## src/rtl/intc_pkg.sv

```systemverilog
package intc_pkg;
   // Source indices; each index is also the flag bit and (index+3) the enable bit
   localparam int NUM_SRC     = 3;
   localparam int SRC_PORT    = 0;
   localparam int SRC_EXT     = 1;
   localparam int SRC_TMR     = 2;
   localparam int BIT_FLAG_LO = 0;
   localparam int BIT_EN_LO   = BIT_FLAG_LO + NUM_SRC;
   localparam int BIT_PEIE    = BIT_EN_LO + NUM_SRC;
   localparam int BIT_GIE     = BIT_PEIE + 1;
   localparam int REG_BITS    = BIT_GIE + 1;

   typedef struct packed {
      logic                gie;
      logic                peie;
      logic [NUM_SRC-1:0]  en;
   } intc_ctrl_t;
endpackage

```

## src/rtl/intc_sync_edge.sv

```systemverilog
module intc_sync_edge #(
   parameter int STAGES = 2
) (
   input  logic clk,
   input  logic rst_n,
   input  logic pin,
   output logic rise
);
   initial begin
      assert (STAGES >= 2) else $error("intc_sync_edge: STAGES must be at least 2");
   end

   logic [STAGES-1:0] sync_q;
   logic              last_q;

   always_ff @(posedge clk or negedge rst_n) begin
      if (!rst_n) begin
         sync_q <= '0;
         last_q <= 1'b0;
      end else begin
         sync_q <= {sync_q[STAGES-2:0], pin};
         last_q <= sync_q[STAGES-1];
      end
   end

   assign rise = sync_q[STAGES-1] & ~last_q;


   single_pulse_chk: assert property (@(posedge clk) disable iff (!rst_n)
      rise |=> !rise);
endmodule

```

## src/rtl/intc_port_watch.sv

```systemverilog
module intc_port_watch #(
   parameter int PORT_W = 8,
   parameter int CHG_LO = 4
) (
   input  logic              clk,
   input  logic              rst_n,
   input  logic [PORT_W-1:0] port,
   input  logic              relatch,
   output logic              mismatch
);
   localparam int WATCH_W = PORT_W - CHG_LO;

   initial begin
      assert (CHG_LO >= 0 && CHG_LO < PORT_W) else $error("intc_port_watch: bad CHG_LO");
   end

   logic [WATCH_W-1:0] copy_q;
   logic [WATCH_W-1:0] watched;
   logic [CHG_LO-1:0]  unused_low;

   assign watched    = port[PORT_W-1:CHG_LO];
   assign unused_low = port[CHG_LO-1:0];

   always_ff @(posedge clk or negedge rst_n) begin
      if (!rst_n)       copy_q <= '0;
      else if (relatch) copy_q <= watched;
   end

   assign mismatch = (watched != copy_q);


   relatch_chk: assert property (@(posedge clk) disable iff (!rst_n)
      relatch |=> (copy_q == $past(watched)));
endmodule

```

## src/rtl/intc_flag_cell.sv

```systemverilog
module intc_flag_cell #(
   parameter logic RESET_VAL = 1'b0
) (
   input  logic clk,
   input  logic rst_n,
   input  logic hw_set,
   input  logic sw_wr,
   input  logic sw_val,
   output logic flag
);
   always_ff @(posedge clk or negedge rst_n) begin
      if (!rst_n)      flag <= RESET_VAL;
      else if (hw_set) flag <= 1'b1;
      else if (sw_wr)  flag <= sw_val;
   end


   set_wins_chk: assert property (@(posedge clk) disable iff (!rst_n)
      hw_set |=> flag);


   sw_write_chk: assert property (@(posedge clk) disable iff (!rst_n)
      (sw_wr && !hw_set) |=> (flag == $past(sw_val)));


   hold_chk: assert property (@(posedge clk) disable iff (!rst_n)
      (!sw_wr && !hw_set) |=> $stable(flag));
endmodule

```

## src/rtl/intr_ctrl_reg.sv

```systemverilog
module intr_ctrl_reg
   import intc_pkg::*;
#(
   parameter int          ADDR_W         = 9,
   parameter int          DATA_W         = 8,
   parameter int          PORT_W         = 8,
   parameter int          CHG_LO         = 4,
   parameter int          DEC_W          = 7,
   parameter logic [6:0]  REG_ADDR       = 7'h0B,
   parameter logic [6:0]  PORT_ADDR      = 7'h06,
   parameter int          SYNC_STAGES    = 2,
   parameter bit          IRQ_REGISTERED = 1'b0
) (
   input  logic              clk,
   input  logic              rst_n,
   input  logic [ADDR_W-1:0] bus_addr,
   input  logic              bus_wr,
   input  logic              bus_rd,
   input  logic [DATA_W-1:0] bus_wdata,
   output logic [DATA_W-1:0] bus_rdata,
   input  logic              tmr_ovf,
   input  logic              ext_pin,
   input  logic [PORT_W-1:0] port_in,
   input  logic              periph_req,
   output logic              irq
);
   localparam int MIRROR_W = ADDR_W - DEC_W;

   initial begin
      assert (DATA_W == REG_BITS) else $error("intr_ctrl_reg: DATA_W must match register layout");
      assert (PORT_W == DATA_W)   else $error("intr_ctrl_reg: port must fit the data bus");
      assert (DEC_W == 7 && MIRROR_W >= 1) else $error("intr_ctrl_reg: bad decode width");
   end

   // ---------------- address decode ----------------
   logic [DEC_W-1:0]    dec_addr;
   logic [MIRROR_W-1:0] unused_mirror;
   logic                reg_hit, port_hit, wr_reg, rd_port;

   assign dec_addr      = bus_addr[DEC_W-1:0];
   assign unused_mirror = bus_addr[ADDR_W-1:DEC_W];
   assign reg_hit       = (dec_addr == REG_ADDR);
   assign port_hit      = (dec_addr == PORT_ADDR);
   assign wr_reg        = bus_wr & reg_hit;
   assign rd_port       = bus_rd & port_hit;

   // ---------------- enable bits ----------------
   intc_ctrl_t ctrl_q;

   always_ff @(posedge clk or negedge rst_n) begin
      if (!rst_n) begin
         ctrl_q <= '0;
      end else if (wr_reg) begin
         ctrl_q.gie  <= bus_wdata[BIT_GIE];
         ctrl_q.peie <= bus_wdata[BIT_PEIE];
         ctrl_q.en   <= bus_wdata[BIT_EN_LO +: NUM_SRC];
      end
   end

   // ---------------- event sources ----------------
   logic ext_rise, port_mismatch;

   intc_sync_edge #(.STAGES(SYNC_STAGES)) u_ext_sync (
      .clk  (clk),
      .rst_n(rst_n),
      .pin  (ext_pin),
      .rise (ext_rise)
   );

   intc_port_watch #(.PORT_W(PORT_W), .CHG_LO(CHG_LO)) u_port_watch (
      .clk     (clk),
      .rst_n   (rst_n),
      .port    (port_in),
      .relatch (rd_port),
      .mismatch(port_mismatch)
   );

   logic [NUM_SRC-1:0] hw_set;
   logic [NUM_SRC-1:0] flag_q;

   always_comb begin
      hw_set           = '0;
      hw_set[SRC_PORT] = port_mismatch;
      hw_set[SRC_EXT]  = ext_rise;
      hw_set[SRC_TMR]  = tmr_ovf;
   end

   // ---------------- flag bank ----------------
   for (genvar g = 0; g < NUM_SRC; g++) begin : g_flag
      intc_flag_cell #(.RESET_VAL(1'b0)) u_cell (
         .clk   (clk),
         .rst_n (rst_n),
         .hw_set(hw_set[g]),
         .sw_wr (wr_reg),
         .sw_val(bus_wdata[BIT_FLAG_LO + g]),
         .flag  (flag_q[g])
      );
   end

   // ---------------- read path ----------------
   logic [DATA_W-1:0] reg_val;
   assign reg_val = {ctrl_q.gie, ctrl_q.peie, ctrl_q.en, flag_q};

   always_comb begin
      if (reg_hit)       bus_rdata = reg_val;
      else if (port_hit) bus_rdata = port_in;
      else               bus_rdata = '0;
   end

   // ---------------- request output ----------------
   logic irq_d;
   assign irq_d = ctrl_q.gie & ((|(ctrl_q.en & flag_q)) | (ctrl_q.peie & periph_req));

   if (IRQ_REGISTERED) begin : g_irq_reg
      logic irq_q;
      always_ff @(posedge clk or negedge rst_n) begin
         if (!rst_n) irq_q <= 1'b0;
         else        irq_q <= irq_d;
      end
      assign irq = irq_q;
   end else begin : g_irq_comb
      assign irq = irq_d;


      gie_gate_chk: assert property (@(posedge clk) disable iff (!rst_n)
         !ctrl_q.gie |-> !irq);


      periph_gate_chk: assert property (@(posedge clk) disable iff (!rst_n)
         (!ctrl_q.peie && ((ctrl_q.en & flag_q) == '0)) |-> !irq);
   end


   ignore_chk: assert property (@(posedge clk) disable iff (!rst_n)
      (bus_wr && !reg_hit) |=> $stable(ctrl_q));


   tmr_set_chk: assert property (@(posedge clk) disable iff (!rst_n)
      tmr_ovf |=> flag_q[SRC_TMR]);
endmodule

```

## config.mk

```make
export PLATFORM = sky130hd
export DESIGN_NAME = intr_ctrl_reg
export DESIGN_NICKNAME = d
export VERILOG_FILES = /design/src/rtl/intc_pkg.sv /design/src/rtl/intc_sync_edge.sv /design/src/rtl/intc_port_watch.sv /design/src/rtl/intc_flag_cell.sv /design/src/rtl/intr_ctrl_reg.sv
export SDC_FILE = /design/constraint.sdc
export NUM_CORES = 1
export LEC_CHECK = 0
export ABC_AREA = 1
export BUFFER_PORTS_ARGS = -buffer_cell sky130_fd_sc_hd__clkbuf_2
export CAP_MARGIN = 10
export CELL_PAD_IN_SITES_DETAIL_PLACEMENT = 2
export CELL_PAD_IN_SITES_GLOBAL_PLACEMENT = 2
export CORE_MARGIN = 2
export CORE_UTILIZATION = 23
export DETAILED_ROUTE_END_ITERATION = 12
export PLACE_DENSITY = 0.83
export SYNTH_ARGS = -nofsm -noshare
export SYNTH_HDL_FRONTEND = slang
export SYNTH_SLANG_ARGS = --single-unit
```

## constraint.sdc

```tcl
create_clock -name clk -period 1.09 [get_ports clk]
set_input_delay 0.0545 -clock clk [delete_from_list [all_inputs] [get_ports clk]]
set_output_delay 0.0545 -clock clk [all_outputs]
set_load 0.05 [all_outputs]
```

[Word level (Yosys, flattened, before mapping)]
Index checks and enable logic that the tools add are counted.
Storage, ports and cells
  flip-flop bits (word level): 15
  bits of input ports: 32
  logic and storage cells: 32
Cells by class
  equality and inequality tests: 3
  multiplexer cells: 8
  bitwise gates (word level): 8
  reduce and logical (&&, ||, !) cells: 4
Operators with widths (count)
  2-to-1 mux 8 bit: 2
  == test 7 x 3 -> 1 bit (second input constant): 1
  == test 7 x 4 -> 1 bit (second input constant): 1
  2-to-1 mux 1 bit: 6
  nonzero test 2 bit: 3
  bitwise AND 1 bit: 5
  != test 4 bit: 1
  bitwise AND 3 bit: 1
  OR reduction 3 bit: 1
  inverter 1 bit: 1
  bitwise OR 1 bit: 1

[Longest topological paths before layout]
  depth after elaboration: 4
  mapped depth: 7
  depth with buffers taken out: 6

[Cells and area by module]
From an unflattened synthesis, not the netlist that was laid out.
Unflattened totals
  cells, all modules: 120
  area, all modules: 883.3 um^2
Modules (own cells, without submodules)
  intr_ctrl_reg: times used 1, cells an instance 62, area each 419.2 um^2, sequential area each 125.1 um^2
  intc_port_watch: times used 1, cells an instance 35, area each 221.5 um^2, sequential area each 100.1 um^2
  intc_flag_cell: times used 3, cells an instance 6, area each 52.6 um^2, sequential area each 25.0 um^2
  intc_sync_edge: times used 1, cells an instance 5, area each 85.1 um^2, sequential area each 75.1 um^2

[Least setup slack after synthesis]
No wires, ideal clock.
  path type: register -> output
  start point: register ctrl_q[3] in the netlist's numbering
  end point: output port irq
  arrival: 1.294 ns
  required time: 1.036 ns
  slack: -0.259 ns
  cell stages (with the launch flop): 3
  path buffers: 0
  path through: dfrtp_1 -> nand2_1 -> a41oi_1
Between the ends
  word-level cells in the longest chain between the ends: 3
Ends and longest elaborated chain
  start: declaration: RTL line intr_ctrl_reg.sv:48  | intc_ctrl_t ctrl_q;
  bitwise AND 1 bit: RTL line intr_ctrl_reg.sv:112  | assign irq_d = ctrl_q.gie & ((|(ctrl_q.en & flag_q)) | (ctrl_q.peie & periph_req));
  bitwise OR 1 bit: RTL line intr_ctrl_reg.sv:112
  bitwise AND 1 bit: RTL line intr_ctrl_reg.sv:112
  end: declaration: RTL line intr_ctrl_reg.sv:25  | output logic irq
Every way passes these cells.

[Worst setup path in the final report]
  start point: register ctrl_q[2] in the netlist's numbering
  end point: output port irq
Between the ends
  word-level cells in the longest chain between the ends: 4
Ends and longest elaborated chain (RTL line)
  bitwise AND 3 bit: intr_ctrl_reg.sv:112
  OR reduction 3 bit: intr_ctrl_reg.sv:112
  bitwise OR 1 bit: intr_ctrl_reg.sv:112
  bitwise AND 1 bit: intr_ctrl_reg.sv:112
Every way passes these cells.

==> impl_metrics.csv <==
group,metric,value,unit
status,status,"finished, violations left",
status,violations,"setup timing",
yosys,avgSynthCellArea,7.69,µm²
placed_design,io_buffers,38,
cts,cts_max_level,1,
cts,path_clk_slew,0.06,ns
die,core,3610,µm²
worst_setup_path,crit_type,"register to output port",
drt,antenna_left,0,
cells_and_area,n_fill_cell,408,
cts,cts_root_buf,"clkbuf_8",
drt,route.detailed.drc,0,
global_route,grt_pass1_wl,5.25,mm
sta,finalCritPeriodShare,109,%
drt,drtPass1Iterations,4,
yosys,seq_area_frac_synth,44.4,%
power_and_ir_drop,irDropWorstVdd,0.000716,V
cts,clkSinkCount,15,
die,die_h,64.6,µm
sta,slew_violations,0,
worst_setup_path,cp_slowest_stage_delay,0.38,ns
sta,setup_viol,5,
cells_and_area,drive_above_1_share,52.4,%
cts,clk_path_buf_depth,2,
power_and_ir_drop,power,0.00134,W
worst_setup_path,slowest_stage,"dfrtp_1",
global_route,antenna_found_initial,0,
worst_setup_path,cp.arrival,1.14,ns
worst_setup_path,required,1.04,ns
cts,clk_latency,0.25,ns
hold_path,hp-class,"primary input to register",
die,io_pins,41,
yosys,synthCells,110,
yosys,synth_top_cell_by_area,"dfrtp_1",
yosys,syn_area,846,µm²
sta,fin_skew,0.000245,ns
power_and_ir_drop,powerDensity,874,nW/µm²
sta,maxSlewHeadroom,73.2,%
drt,routedWlPerCell,16.3,µm
power_and_ir_drop,p_leak,0.805,nW
sta,period_needed,1.19,ns
yosys,synth_top_area_share,44.4,%
cells_and_area,final_cell_mix,"nand2_1 (29), clkbuf_2 (29), dfrtp_1 (15)",
run,cap_viol_max_count,0,
worst_setup_path,end_kind,"output port",
yosys,ys_ff_latch,15,
yosys,synth_cell_type_count,16,
worst_setup_path,path_delay_family,"flip-flops",
cts,cts_buffers,3,
cells_and_area,finalInstanceArea,1540,µm²
yosys,syn_nets,142,
die,start_util,23.5,%
drt,drtIter0Drc,39,
yosys,synthTopCellsByArea,"dfrtp_1 (44%), nand2_1 (20%), nand3_1 (7.1%), inv_1 (5.3%), nand4_1 (5.2%)",
cells_and_area,final_nets,201,
cells_and_area,n_antenna_cell,0,
placed_design,gp_congestion,0.744,
global_route,grt_usage,16.4,%
sta,rsz0062_at_grt,"true",
sta,clock.fmax,838,MHz
global_route,gr-total-overflow,0,
worst_setup_path,critPathMaxFanout,2,
worst_setup_path,worst-path-buf-inv,1,
global_route,grt_pass1_vias,1136,
yosys,yosys_warnings,0,
sta,fin_ws,-0.103,ns
placed_design,hpwl,2.41,mm
drt,via_count,991,
cells_and_area,final-seq-area,375,µm²
sta,tightestPinTransition,0.402,ns
drt,finalWirelength,3.51,mm
die,die_area,4180,µm²
cells_and_area,multi_input_area,515,µm²
placed_design,placed_area,1210,µm²
cts,cts_tree,"yes",
sta,hold_viol,0,
die,die_w,64.6,µm
global_route,grt_start_max_net_pins,18,
die,rows,22,
cells_and_area,area_delta_synth_final,81.8,%
worst_setup_path,cp_cell_sequence,"nand2_2, a41oi_2, buf_8",
drt,vias_per_cell,4.59,
worst_setup_path,start_kind,"register",
where the power goes:
| part | internal [W] | switching, W | total (W) |
|---|---|---|---|
| Combinational | 0.000130 | 0.000146 | 0.000276 |
| Sequential | 0.000591 | 0.0000261 | 0.000617 |
| Clock | 0.000259 | 0.000191 | 0.000451 |
final timing paths:
| kind | from | endpoint | slack, ns | cells past startpoint |
|---|---|---|---|---|
| max reg2reg | u_port_watch.copy_q[1] | g_flag[0].u_cell.flag | 0.14 | 6 |
| min reg2reg | u_ext_sync.sync_q[0] | u_ext_sync.sync_q[1] | 0.36 | 0 |
| min in group asynchronous | rst_n | u_port_watch.copy_q[0] | 0.26 | 2 |
| max in group asynchronous | rst_n | g_flag[2].u_cell.flag | 0.54 | 2 |
| max | ctrl_q[2] | irq | -0.10 | 3 |
| min | tmr_ovf | g_flag[2].u_cell.flag | 0.02 | 3 |
layout make-up:
cell class	instances	share of cell area [%]
inverter	12	2.93
sequential	15	24.4
clock buffer	4	2.93
tap	48	3.91
timing repair buffer	58	32.3
multi-input combinational	79	33.5
synth_stat cells:
cell type / n
a41oi_1: 1
and2_1: 1
buf_2: 2
buf_4: 1
buf_6: 1
dfrtp_1: 15
inv_1: 12
nand2_1: 45
nand3_1: 12
nand3_2: 1
nand4_1: 7
nor2_1: 2
nor3_1: 1
nor3_4: 1
o21ai_2: 5
xnor2_1: 3
stage by stage:
step | hold slack (ns) | setup slack (ns) | util (%) | instances | setup TNS (ns)
finish | 0.0172 | -0.103 | 42.6 | 216 | -0.169
global route | 0.0246 | -0.138 | 42.6 | 216 | -0.487
CTS | 0.0177 | -0.112 | 38.8 | 210 | -0.186
detailed placement | -0.00148 | -0.0659 | 33.6 | 198 | -0.608
global placement | -0.0106 | -0.0153 | 33.6 | 198 | -0.0388
floorplan | -0.241 | 0.0725 | - | 110 | 0
flip-flops by register name (all words and copies together), names as in the netlist:
name and cells:
ctrl_q 5, u_port_watch.copy_q 4, g_flag.u_cell.flag 3, u_ext_sync.sync_q 2, u_ext_sync.last_q 1
cells by family after synthesis:
logic type | count (synthesis) | synth area share, %
AO/OA/AOI/OAI | 6 | 6.21
XOR/XNOR | 3 | 3.11
buffers and inverters | 16 | 8.73
flip-flops | 15 | 44.4
AND/OR/NAND/NOR | 70 | 37.6
worst register-to-register path, delay by kind of cell, from the launching register on:
| family | cells | cell delay, ns |
|---|---|---|
| simple gates | 5 | 0.37 |
| buf+inv | 1 | 0.06 |
| flops | 1 | 0.40 |
per-layer routing:
metal	routed length [µm]	vias up	GRT usage (%)
met5	0	-	0
met4	0	0	1.60
met3	113	0	3.47
met2	2200	24	36.1
met1	1200	497	15.5
li1	-	470	-
what timing repair did:
item | 4_1_cts | 5_1_grt
gates cloned | 0 | 1
pin swaps | 4 | 6
resized for setup | 21 | 29
hold buffers | 2 | 0
setup buffers | 6 | 5
setup endpoints to repair | 9 | 9
hold endpoints to repair | 16 | 0
No activity file was read; power rests on OpenSTA's default activity.
